$ cat src/rtl/spi_rx_dma_pkg.sv
package spi_rx_dma_pkg;
    typedef enum logic [2:0] {
        ST_IDLE,
        ST_FILL,
        ST_LISTEN,
        ST_STORE,
        ST_WRAP
    } seq_state_t;

    localparam logic [1:0] SEL_DST  = 2'd0;
    localparam logic [1:0] SEL_LEN  = 2'd1;
    localparam logic [1:0] SEL_CTRL = 2'd2;
    localparam logic [1:0] SEL_STAT = 2'd3;

    localparam int CTRL_GO   = 0;
    localparam int CTRL_IE   = 1;
    localparam int STAT_BUSY = 0;
    localparam int STAT_DONE = 1;
endpackage

$ cat src/rtl/spi_rx_dma_regs.sv
module spi_rx_dma_regs
    import spi_rx_dma_pkg::*;
#(
    parameter int AW = 32,
    parameter int CW = 16,
    parameter int RW = 32
) (
    input  logic          clk,
    input  logic          rst_n,
    input  logic          reg_wr,
    input  logic [1:0]    reg_sel,
    input  logic [RW-1:0] reg_wdata,
    output logic [RW-1:0] reg_rdata,
    input  logic          busy,
    input  logic          finish,
    output logic          go,
    output logic [AW-1:0] dst_q,
    output logic [CW-1:0] len_q,
    output logic          irq
);
    logic ie_q;
    logic done_q;
    logic clr_wr;

    // go is only honoured while the sequencer is idle
    assign go     = reg_wr && (reg_sel == SEL_CTRL) && reg_wdata[CTRL_GO] && !busy;
    assign clr_wr = reg_wr && (reg_sel == SEL_STAT) && reg_wdata[STAT_DONE];
    assign irq    = done_q && ie_q;

    always_ff @(posedge clk) begin
        if (!rst_n) begin
            dst_q  <= '0;
            len_q  <= '0;
            ie_q   <= 1'b0;
            done_q <= 1'b0;
        end else begin
            if (reg_wr && reg_sel == SEL_DST)  dst_q <= reg_wdata[AW-1:0];
            if (reg_wr && reg_sel == SEL_LEN)  len_q <= reg_wdata[CW-1:0];
            if (reg_wr && reg_sel == SEL_CTRL) ie_q  <= reg_wdata[CTRL_IE];
            if (finish)
                done_q <= 1'b1;
            else if (go || clr_wr)
                done_q <= 1'b0;
        end
    end

    always_comb begin
        reg_rdata = '0;
        unique case (reg_sel)
            SEL_DST:  reg_rdata[AW-1:0] = dst_q;
            SEL_LEN:  reg_rdata[CW-1:0] = len_q;
            SEL_CTRL: reg_rdata[CTRL_IE] = ie_q;
            SEL_STAT: begin
                reg_rdata[STAT_BUSY] = busy;
                reg_rdata[STAT_DONE] = done_q;
            end
        endcase
    end

    // done is sticky until a clear write or a new go
    a_r5_done_sticky: assert property (@(posedge clk) disable iff (!rst_n)
        (done_q && !clr_wr && !go) |=> done_q);

    // completion always leaves done set
    a_r5_finish_sets: assert property (@(posedge clk) disable iff (!rst_n)
        finish |=> done_q);
endmodule

$ cat src/rtl/spi_rx_dma_ptr.sv
module spi_rx_dma_ptr #(
    parameter int AW = 32,
    parameter int CW = 16
) (
    input  logic          clk,
    input  logic          rst_n,
    input  logic          load,
    input  logic          step,
    input  logic [AW-1:0] base,
    input  logic [CW-1:0] len,
    output logic [AW-1:0] cur_addr,
    output logic          last,
    output logic          empty
);
    logic [CW-1:0] remain_q;

    assign empty = (len == '0);
    assign last  = (remain_q == CW'(1));

    always_ff @(posedge clk) begin
        if (!rst_n) begin
            cur_addr <= '0;
            remain_q <= '0;
        end else if (load) begin
            cur_addr <= base;
            remain_q <= len;
        end else if (step) begin
            cur_addr <= cur_addr + AW'(1);
            remain_q <= remain_q - CW'(1);
        end
    end

    // a byte is never stored with nothing left to transfer
    a_r1_no_underflow: assert property (@(posedge clk) disable iff (!rst_n)
        step |-> (remain_q != '0));
endmodule

$ cat src/rtl/spi_rx_dma_seq.sv
module spi_rx_dma_seq
    import spi_rx_dma_pkg::*;
#(
    parameter logic [7:0] FILL = 8'hFF
) (
    input  logic       clk,
    input  logic       rst_n,
    input  logic       start,
    input  logic       zero_len,
    input  logic       last,
    input  logic       tx_ready,
    input  logic       rx_valid,
    input  logic [7:0] rx_data,
    input  logic       mem_ack,
    output logic       tx_valid,
    output logic [7:0] tx_data,
    output logic       mem_req,
    output logic [7:0] byte_q,
    output logic       step,
    output logic       finish,
    output logic       busy
);
    seq_state_t state, nxt;

    always_ff @(posedge clk) begin
        if (!rst_n) state <= ST_IDLE;
        else        state <= nxt;
    end

    always_comb begin
        nxt = state;
        unique case (state)
            ST_IDLE:   if (start)    nxt = zero_len ? ST_WRAP : ST_FILL;
            ST_FILL:   if (tx_ready) nxt = ST_LISTEN;
            ST_LISTEN: if (rx_valid) nxt = ST_STORE;
            ST_STORE:  if (mem_ack)  nxt = last ? ST_WRAP : ST_FILL;
            ST_WRAP:                 nxt = ST_IDLE;
            default:                 nxt = ST_IDLE;
        endcase
    end

    always_comb begin
        tx_valid = 1'b0;
        mem_req  = 1'b0;
        step     = 1'b0;
        finish   = 1'b0;
        busy     = 1'b1;
        tx_data  = FILL;
        unique case (state)
            ST_IDLE:   busy     = 1'b0;
            ST_FILL:   tx_valid = 1'b1;
            ST_LISTEN: ;
            ST_STORE: begin
                mem_req = 1'b1;
                step    = mem_ack;
            end
            ST_WRAP:   finish   = 1'b1;
            default:   busy     = 1'b0;
        endcase
    end

    always_ff @(posedge clk) begin
        if (!rst_n)                             byte_q <= '0;
        else if (state == ST_LISTEN && rx_valid) byte_q <= rx_data;
    end

    // an offered filler stays offered until accepted
    a_r3_tx_hold: assert property (@(posedge clk) disable iff (!rst_n)
        (tx_valid && !tx_ready) |=> tx_valid);

    // a write request holds its data until acknowledged
    a_r3_mem_hold: assert property (@(posedge clk) disable iff (!rst_n)
        (mem_req && !mem_ack) |=> (mem_req && $stable(byte_q)));

    // SPI side and memory side never active together
    a_r3_one_in_flight: assert property (@(posedge clk) disable iff (!rst_n)
        !(tx_valid && mem_req));

    // zero length produces no traffic on the next cycle
    a_r4_zero_quiet: assert property (@(posedge clk) disable iff (!rst_n)
        (!busy && start && zero_len) |=> (!tx_valid && !mem_req && finish));
endmodule

$ cat src/rtl/spi_rx_dma.sv
module spi_rx_dma
    import spi_rx_dma_pkg::*;
#(
    parameter int         AW   = 32,
    parameter int         CW   = 16,
    parameter int         RW   = 32,
    parameter logic [7:0] FILL = 8'hFF
) (
    input  logic          clk,
    input  logic          rst_n,
    input  logic          reg_wr,
    input  logic [1:0]    reg_sel,
    input  logic [RW-1:0] reg_wdata,
    output logic [RW-1:0] reg_rdata,
    output logic          irq,
    output logic          spi_tx_valid,
    output logic [7:0]    spi_tx_data,
    input  logic          spi_tx_ready,
    input  logic          spi_rx_valid,
    input  logic [7:0]    spi_rx_data,
    input  logic          spi_byte_irq,
    output logic          cpu_spi_irq,
    output logic          mem_req,
    output logic [AW-1:0] mem_addr,
    output logic [7:0]    mem_data,
    input  logic          mem_ack
);
    logic          go, busy, finish, step, last, empty;
    logic [AW-1:0] dst_q;
    logic [CW-1:0] len_q;

    spi_rx_dma_regs #(.AW(AW), .CW(CW), .RW(RW)) u_regs (
        .clk(clk), .rst_n(rst_n), .reg_wr(reg_wr), .reg_sel(reg_sel),
        .reg_wdata(reg_wdata), .reg_rdata(reg_rdata), .busy(busy),
        .finish(finish), .go(go), .dst_q(dst_q), .len_q(len_q), .irq(irq)
    );

    spi_rx_dma_ptr #(.AW(AW), .CW(CW)) u_ptr (
        .clk(clk), .rst_n(rst_n), .load(go), .step(step), .base(dst_q),
        .len(len_q), .cur_addr(mem_addr), .last(last), .empty(empty)
    );

    spi_rx_dma_seq #(.FILL(FILL)) u_seq (
        .clk(clk), .rst_n(rst_n), .start(go), .zero_len(empty), .last(last),
        .tx_ready(spi_tx_ready), .rx_valid(spi_rx_valid), .rx_data(spi_rx_data),
        .mem_ack(mem_ack), .tx_valid(spi_tx_valid), .tx_data(spi_tx_data),
        .mem_req(mem_req), .byte_q(mem_data), .step(step), .finish(finish),
        .busy(busy)
    );

    // per-byte interrupt is hidden from the processor during a block
    assign cpu_spi_irq = spi_byte_irq && !busy;

    // no per-byte interrupt escapes while busy
    a_r7_mask_busy: assert property (@(posedge clk) disable iff (!rst_n)
        busy |-> !cpu_spi_irq);

    // address advances by one after each acknowledged write
    a_r2_addr_advances: assert property (@(posedge clk) disable iff (!rst_n)
        (mem_req && mem_ack) |=> (mem_addr == $past(mem_addr) + AW'(1)));

    // a go write while busy does not reload the address
    a_r6_busy_start_no_reload: assert property (@(posedge clk) disable iff (!rst_n)
        (busy && reg_wr && reg_sel == SEL_CTRL && reg_wdata[CTRL_GO])
        |=> (mem_addr == $past(mem_addr) || $past(mem_ack)));
endmodule

$ cat config.mk
export PLATFORM = sky130hd
export DESIGN_NAME = spi_rx_dma
export DESIGN_NICKNAME = d
export VERILOG_FILES = /design/src/rtl/spi_rx_dma_pkg.sv /design/src/rtl/spi_rx_dma_regs.sv /design/src/rtl/spi_rx_dma_ptr.sv /design/src/rtl/spi_rx_dma_seq.sv /design/src/rtl/spi_rx_dma.sv
export SDC_FILE = /design/constraint.sdc
export NUM_CORES = 1
export LEC_CHECK = 0
export ABC_AREA = 1
export BUFFER_PORTS_ARGS = -buffer_cell sky130_fd_sc_hd__buf_4
export CELL_PAD_IN_SITES_DETAIL_PLACEMENT = 1
export CELL_PAD_IN_SITES_GLOBAL_PLACEMENT = 2
export CORE_AREA = 2 2 145 147
export CTS_BUF_LIST = sky130_fd_sc_hd__clkbuf_8
export DETAILED_ROUTE_END_ITERATION = 8
export DIE_AREA = 0 0 147 149
export PLACE_DENSITY = 0.81
export REMOVE_ABC_BUFFERS = 1
export SLEW_MARGIN = 20
export SYNTH_ARGS = -nofsm -noshare
export SYNTH_HDL_FRONTEND = slang
export SYNTH_HIERARCHICAL = 1
export SYNTH_SLANG_ARGS = --single-unit
$ cat constraint.sdc
create_clock -name clk -period 2.27 [get_ports clk]
set_input_delay 0.3405 -clock clk [delete_from_list [all_inputs] [get_ports clk]]
set_output_delay 0.3405 -clock clk [all_outputs]
set_load 0.1 [all_outputs]
# [Word-level counts from Yosys, hierarchy flattened]
# Cells that the tools add are included.
[classes] add_sub_neg=2 mul=0 div_mod_pow=0 n_lt_le_gt_ge=0 eq_ne=12 n_shift=0 muxes=22 n_bitwise=0 n_reduce_logical=19
[op_table] op="32-bit two-way mux" n=2
[op_table] op="16-bit two-way mux" n=3
[op_table] op="32-bit by 1-bit adder with 32-bit output (second input constant)" n=1
[op_table] op="14-bit case mux with 2 select lines" n=1
[op_table] op="3-bit two-way mux" n=6
[op_table] op="16-bit by 1-bit equality test with 1-bit output (second input constant)" n=1
[op_table] op="16-bit zero test" n=1
[op_table] op="16-bit by 1-bit subtractor with 16-bit output (second input constant)" n=1
[op_table] op="3-bit case mux with 4 select lines" n=1
[op_table] op="1-bit logical AND" n=10
[op_table] op="2-bit inequality test (second input constant)" n=4
[op_table] op="1-bit two-way mux" n=7
[op_table] op="3-bit by 2-bit equality test with 1-bit output (second input constant)" n=2
[op_table] op="2-bit equality test (second input constant)" n=2
[op_table] op="1-bit case mux with 4 select lines" n=1
[op_table] op="4-bit AND reduction" n=1
[op_table] op="2-bit nonzero test" n=2
[op_table] op="4-bit OR reduction" n=1
[op_table] op="3-bit by 1-bit equality test with 1-bit output (second input constant)" n=1
[op_table] op="3-bit equality test (second input constant)" n=1
[op_table] op="3-bit zero test" n=1
[op_table] op="1-bit case mux with 3 select lines" n=1
[op_table] op="2-bit by 1-bit equality test with 1-bit output (second input constant)" n=1
[op_table] op="2-bit zero test" n=1
[op_table] op="2 further kinds" n=2
[totals] ff_bits=109 latch_bits=0 ramBits=0 romBits=0 wordCells=63 memories=0

# [Depth between registers and ports, before layout]
[logic_depth] depth_word=8 depth_mapped=16 mapped_depth_nobuf=15

# [By module]
# Netlist, hierarchy kept.
[by_module_without_submodules] mod="spi_rx_dma_ptr" n_inst=1 cells_each=533 area_per_inst_um2=3299.4 seq_area_each_um2=960.9
[by_module_without_submodules] mod="spi_rx_dma_regs" n_inst=1 cells_each=291 area_per_inst_um2=2093.3 seq_area_each_um2=1001.0
[by_module_without_submodules] mod="spi_rx_dma_seq" n_inst=1 cells_each=90 area_per_inst_um2=605.6 seq_area_each_um2=220.2
[by_module_without_submodules] mod="spi_rx_dma" n_inst=1 cells_each=2 area_per_inst_um2=10.0 seq_area_each_um2=0.0

# [Worst setup path after synthesis]
# No wires, ideal clock.
[synth_timing] path_kind="input-to-output" startpoint="input reg_sel[0]" endpoint="output reg_rdata[10]" arrival_time_ns=2.861 required_ns=1.929 slack_ns=-0.932 cell_stages=5 n_path_buf=1 cell_sequence="inv_2 > nor2_2 > inv_1 > clkbuf_2 > o21ai_0"
[synth_between] elab_chain_len=2
[synth_lines] item="start, declared" line_no="spi_rx_dma.sv:12" text="input logic [1:0] reg_sel,"
[synth_lines] item="2-bit by 1-bit equality test with 1-bit output or 2-bit zero test (tied branches)" line_no="spi_rx_dma_regs.sv:49" text="unique case (reg_sel)"
[synth_lines] item="14-bit case mux with 2 select lines (*)" line_no="spi_rx_dma_regs.sv:49"
[synth_lines] item="end, declared" line_no="spi_rx_dma.sv:14" text="output logic [RW-1:0] reg_rdata,"
# Every way passes the cells marked *; elsewhere a longest branch is shown, timed or not.

# [Final worst setup path]
[layout_timing] startpoint="register u_seq.state[1]" endpoint="output reg_rdata[0]"
[layout_between] elab_chain_len=4
[layout_lines] item="start, declared" line_no="spi_rx_dma_seq.sv:23" text="seq_state_t state, nxt;"
[layout_lines] item="start signal, assigned" line_no="spi_rx_dma_seq.sv:27" text="else state <= nxt;"
[layout_lines] item="3-bit by 1-bit equality test with 1-bit output, or another cell as far along" line_no="spi_rx_dma_seq.sv:49" text="unique case (state)"
[layout_lines] item="4-bit OR reduction (no line) (*)"
[layout_lines] item="1-bit two-way mux (*)" line_no="spi_rx_dma_seq.sv:49"
[layout_lines] item="named net busy" line_no="spi_rx_dma.sv:28" text="logic go, busy, finish, step, last, empty;"
[layout_lines] item="1-bit case mux with 3 select lines (*)" line_no="spi_rx_dma_regs.sv:49"
# Mark *: on every way through the listed nets, which the timed path passes. The rest lies on a longest branch.

==> impl_metrics.yaml <==
status:
  status: "complete, no violations"
clock_tree:
  clkSinkCount: 109
  root_buffer: "clkbuf_8"
  cts_buffers: 9
  cts_buffer_depth: 2
  clock_latency_ns: 0.40
  cts_tree: "yes"
  cts.clk_slew.worst_paths_ns: 0.11
  ctsHoldBuffers: 0
  h-tree-depth: 3
floorplanning:
  ios: 133
  die_h_um: 149
  start_util: 0.2923
  die_w_um: 147
  core_area_mm2: 0.02056
  row_count: 53
  dieArea_mm2: 0.02190
layout:
  area_growth_pct: 24.70
  seq_area_mm2: 0.002191
  nets: 1087
  drive_above_1_share: 0.2048
  diodes: 0
  fin_util: 0.3645
  fillers: 2690
  stdcell_count: 1315
  multi_input_area_mm2: 0.003262
critical_path:
  reg2reg_from: "u_seq/state[1]"
  critical_path.max_fanout: 4
  ff2ff_setup_slack_ns: 0.21
  reg2reg_depth: 14
  worstSetupPathType: "flop to output pin"
  arrival_ns: 1.80
  r2r-end: "u_ptr/cur_addr[2]"
  endpoint_kind: "output pin"
  cp-start-kind: "flop"
  critPathRequiredTime_ns: 1.93
power_and_ir_drop:
  p_int_mw: 2.853
  p_switching_mw: 1.579
  clkPwrFrac: 0.292
  vdd_drop_max_v: 0.0003070
  powerDensity_mw_per_mm2: 591.7
  seq_power_share: 0.468
  p_comb_frac: 0.239
  switching_share: 0.3563
  leakage_nw: 3.038
global_routing:
  busiest_layer: "met2"
  grt_pass1_wl_um: 32370
  grt_max_degree: 45
  gr-usage-all-layers: 0.1881
  gr-usage-met2: 0.2906
  grt-ovfl-total: 0
  use_met1: 0.2696
  antenna_found_initial: 0
  grtUsageMet3: 0.04771
  grt_pass1_vias: 5954
yosys:
  ys.flop_type: "dfxtp_1"
  synth.cell_area_mm2: 0.006008
  synth_most_common_cell: "nand2_1"
  synth_common_cells: "nand2_1, nor2_1, dfxtp_1"
  avgSynthCellArea_um2: 6.559
  postSynth.asyncResetShare: 0
  synth_top_area_cell: "dfxtp_1"
  seq_area_frac_synth: 0.3632
  yosysUniqueCellTypes: 41
  ys.warnings.count: 6
  ys_top_cells_by_area: "dfxtp_1, nand2_1, nor2_1"
  synth-edff-count: 0
  synthCells: 916
  ys_seq_elements: 109
  synth.top_cell.area_share: 0.3632
placed_design:
  dpl_worst_slack_ns: 0.1214
  placed_cells: 1296
  globalplace.congestion: 0.8371
  portBuffers: 124
  place_hpwl_um: 15750
worst_hold_path:
  hold_path.class: "input port to flop"
  min_path_cells: 3
  min_to: "u_seq/byte_q[4]"
  worstHoldStart: "spi_rx_data[4]"
detailed_routing:
  vias: 6192
  drt_wl_total_um: 20610
  antenna_left: 0
  vias_per_cell: 4.709
  wire_per_inst_um: 15.67
  drc: 0
  drt-pass1-iter-count: 4
  drt_iter0_drc: 215
timing:
  timing.fmax_ghz: 0.4663
  tns_ns: 0
  fin_ws_ns: 0.1254
  hold_slack_ns: 0.1584
  drv_slew: 0
  clock_skew_ns: 0.01032
  finalSetupViolations: 0
  relSlewSlack: 0.4780
  tightest_slew_ns: 0.7822
  fin_crit_sh: 0.9447
  finalHoldViolations: 0
  period_needed_ns: 2.145
job:
  cap_violations: 0
==> flip-flops by register name, summed over array words and instances, names as in the netlist <==
name and count:
u_seq/byte_q 8, u_regs/dst_q 32, u_regs/len_q 16, u_regs/done_q 1, u_ptr/cur_addr 32, u_regs/ie_q 1
u_ptr/remain_q 16, u_seq/state 3
==> cell usage in the layout (no fill, tap or decap), types with 2 or more instances in the layout <==
cell type and n:
nor4_1 5, nor2_4 13, nor2_1 143, buf_6 2, o22ai_1 2, dfxtp_4 2
buf_4 143, o21ai_0 80, dfxtp_1 106, xnor2_1 8, clkinvlp_4 3, a21oi_2 3
o21ai_1 8, a21oi_1 69, nand3_1 38, o21bai_1 2, inv_1 94, a31oi_1 9
nand2_2 10, nand3_2 2, ha_1 3, clkbuf_8 11, inv_2 5, a22oi_1 28
nor2_2 10, nand2_4 2, nand4_1 2, conb_1 8, xor2_1 11, nand2_1 204
==> power by group through the flow <==
stage                     sequential (mW)  combinational, mW  clock, mW
after floorplan                      2.23              0.598          0
after global placement               2.11               1.04          0
after detailed placement             2.11               1.04          0
after CTS                            2.07               1.05       1.35
after global routing                 2.09               1.14       1.42
final                                2.08               1.06       1.30
==> stage by stage <==
stage	total power, mW	instance area, um^2
6_report	4.433	7492
5_1_grt	4.649	7492
4_1_cts	4.479	7436
3_5_place_dp	3.153	7207
3_3_place_gp	3.150	7207
2_1_floorplan	2.825	5792
==> worst max-delay path: stages, from the launching register on <==
cell and delay, ns:
dfxtp_4 0.39, inv_2 0.06, nor2_4 0.11, nand2_2 0.07, nand2_2 0.07, nor2_1 0.04
nand2_1 0.07, buf_4 0.12, nand3_1 0.08, o211ai_1 0.13, buf_6 0.27
==> final cells by class <==
cell class | instances | share of cell area
clock buffer | 11 | 0.02021
clock inverter | 5 | 0.007849
timing repair buffer | 145 | 0.1463
tap | 275 | 0.04593
inverter | 102 | 0.05194
multi-input combinational | 668 | 0.4354
sequential | 109 | 0.2924
==> per-layer routing <==
metal  up-vias  wire length (um)
met3         8              1013
met4         0               157
met1      2896             10510
met2       112              8922
met5         -                 0
li1       3176                 -
==> worst max path at each step <==
| stage | start | endpoint | slack, ns | depth (start not counted) |
|---|---|---|---|---|
| 3_5_place_dp | u_seq/state[0] | u_ptr/cur_addr[21] | 0.12 | 11 |
| 2_1_floorplan | u_seq/state[1] | u_ptr/cur_addr[2] | -1.99 | 12 |
| 5_1_grt | u_seq/state[1] | reg_rdata[0] | -0.0002 | 10 |
| 3_3_place_gp | u_seq/state[0] | u_ptr/cur_addr[15] | 0.21 | 12 |
| 4_1_cts | u_seq/state[0] | reg_rdata[0] | 0.02 | 9 |
| 6_report | u_seq/state[1] | reg_rdata[0] | 0.13 | 10 |
==> kinds of logic after synthesis <==
kind of cell,synth area share
adder cells (fa/ha/maj),0.006248
buffers and inverters,0.1045
AO/OA/AOI/OAI,0.1895
flip-flops,0.3632
AND/OR/NAND/NOR,0.3082
other,0.0006241
XOR/XNOR,0.02770
==> repair_timing <==
action	CTS	global route
endpoints found under the setup margin	1	11
gates resized for setup	6	12
setup buffers	1	2
endpoints found under the hold margin	0	0
pin swaps	1	1
Note: power is estimated with default switching activity, not from simulation.
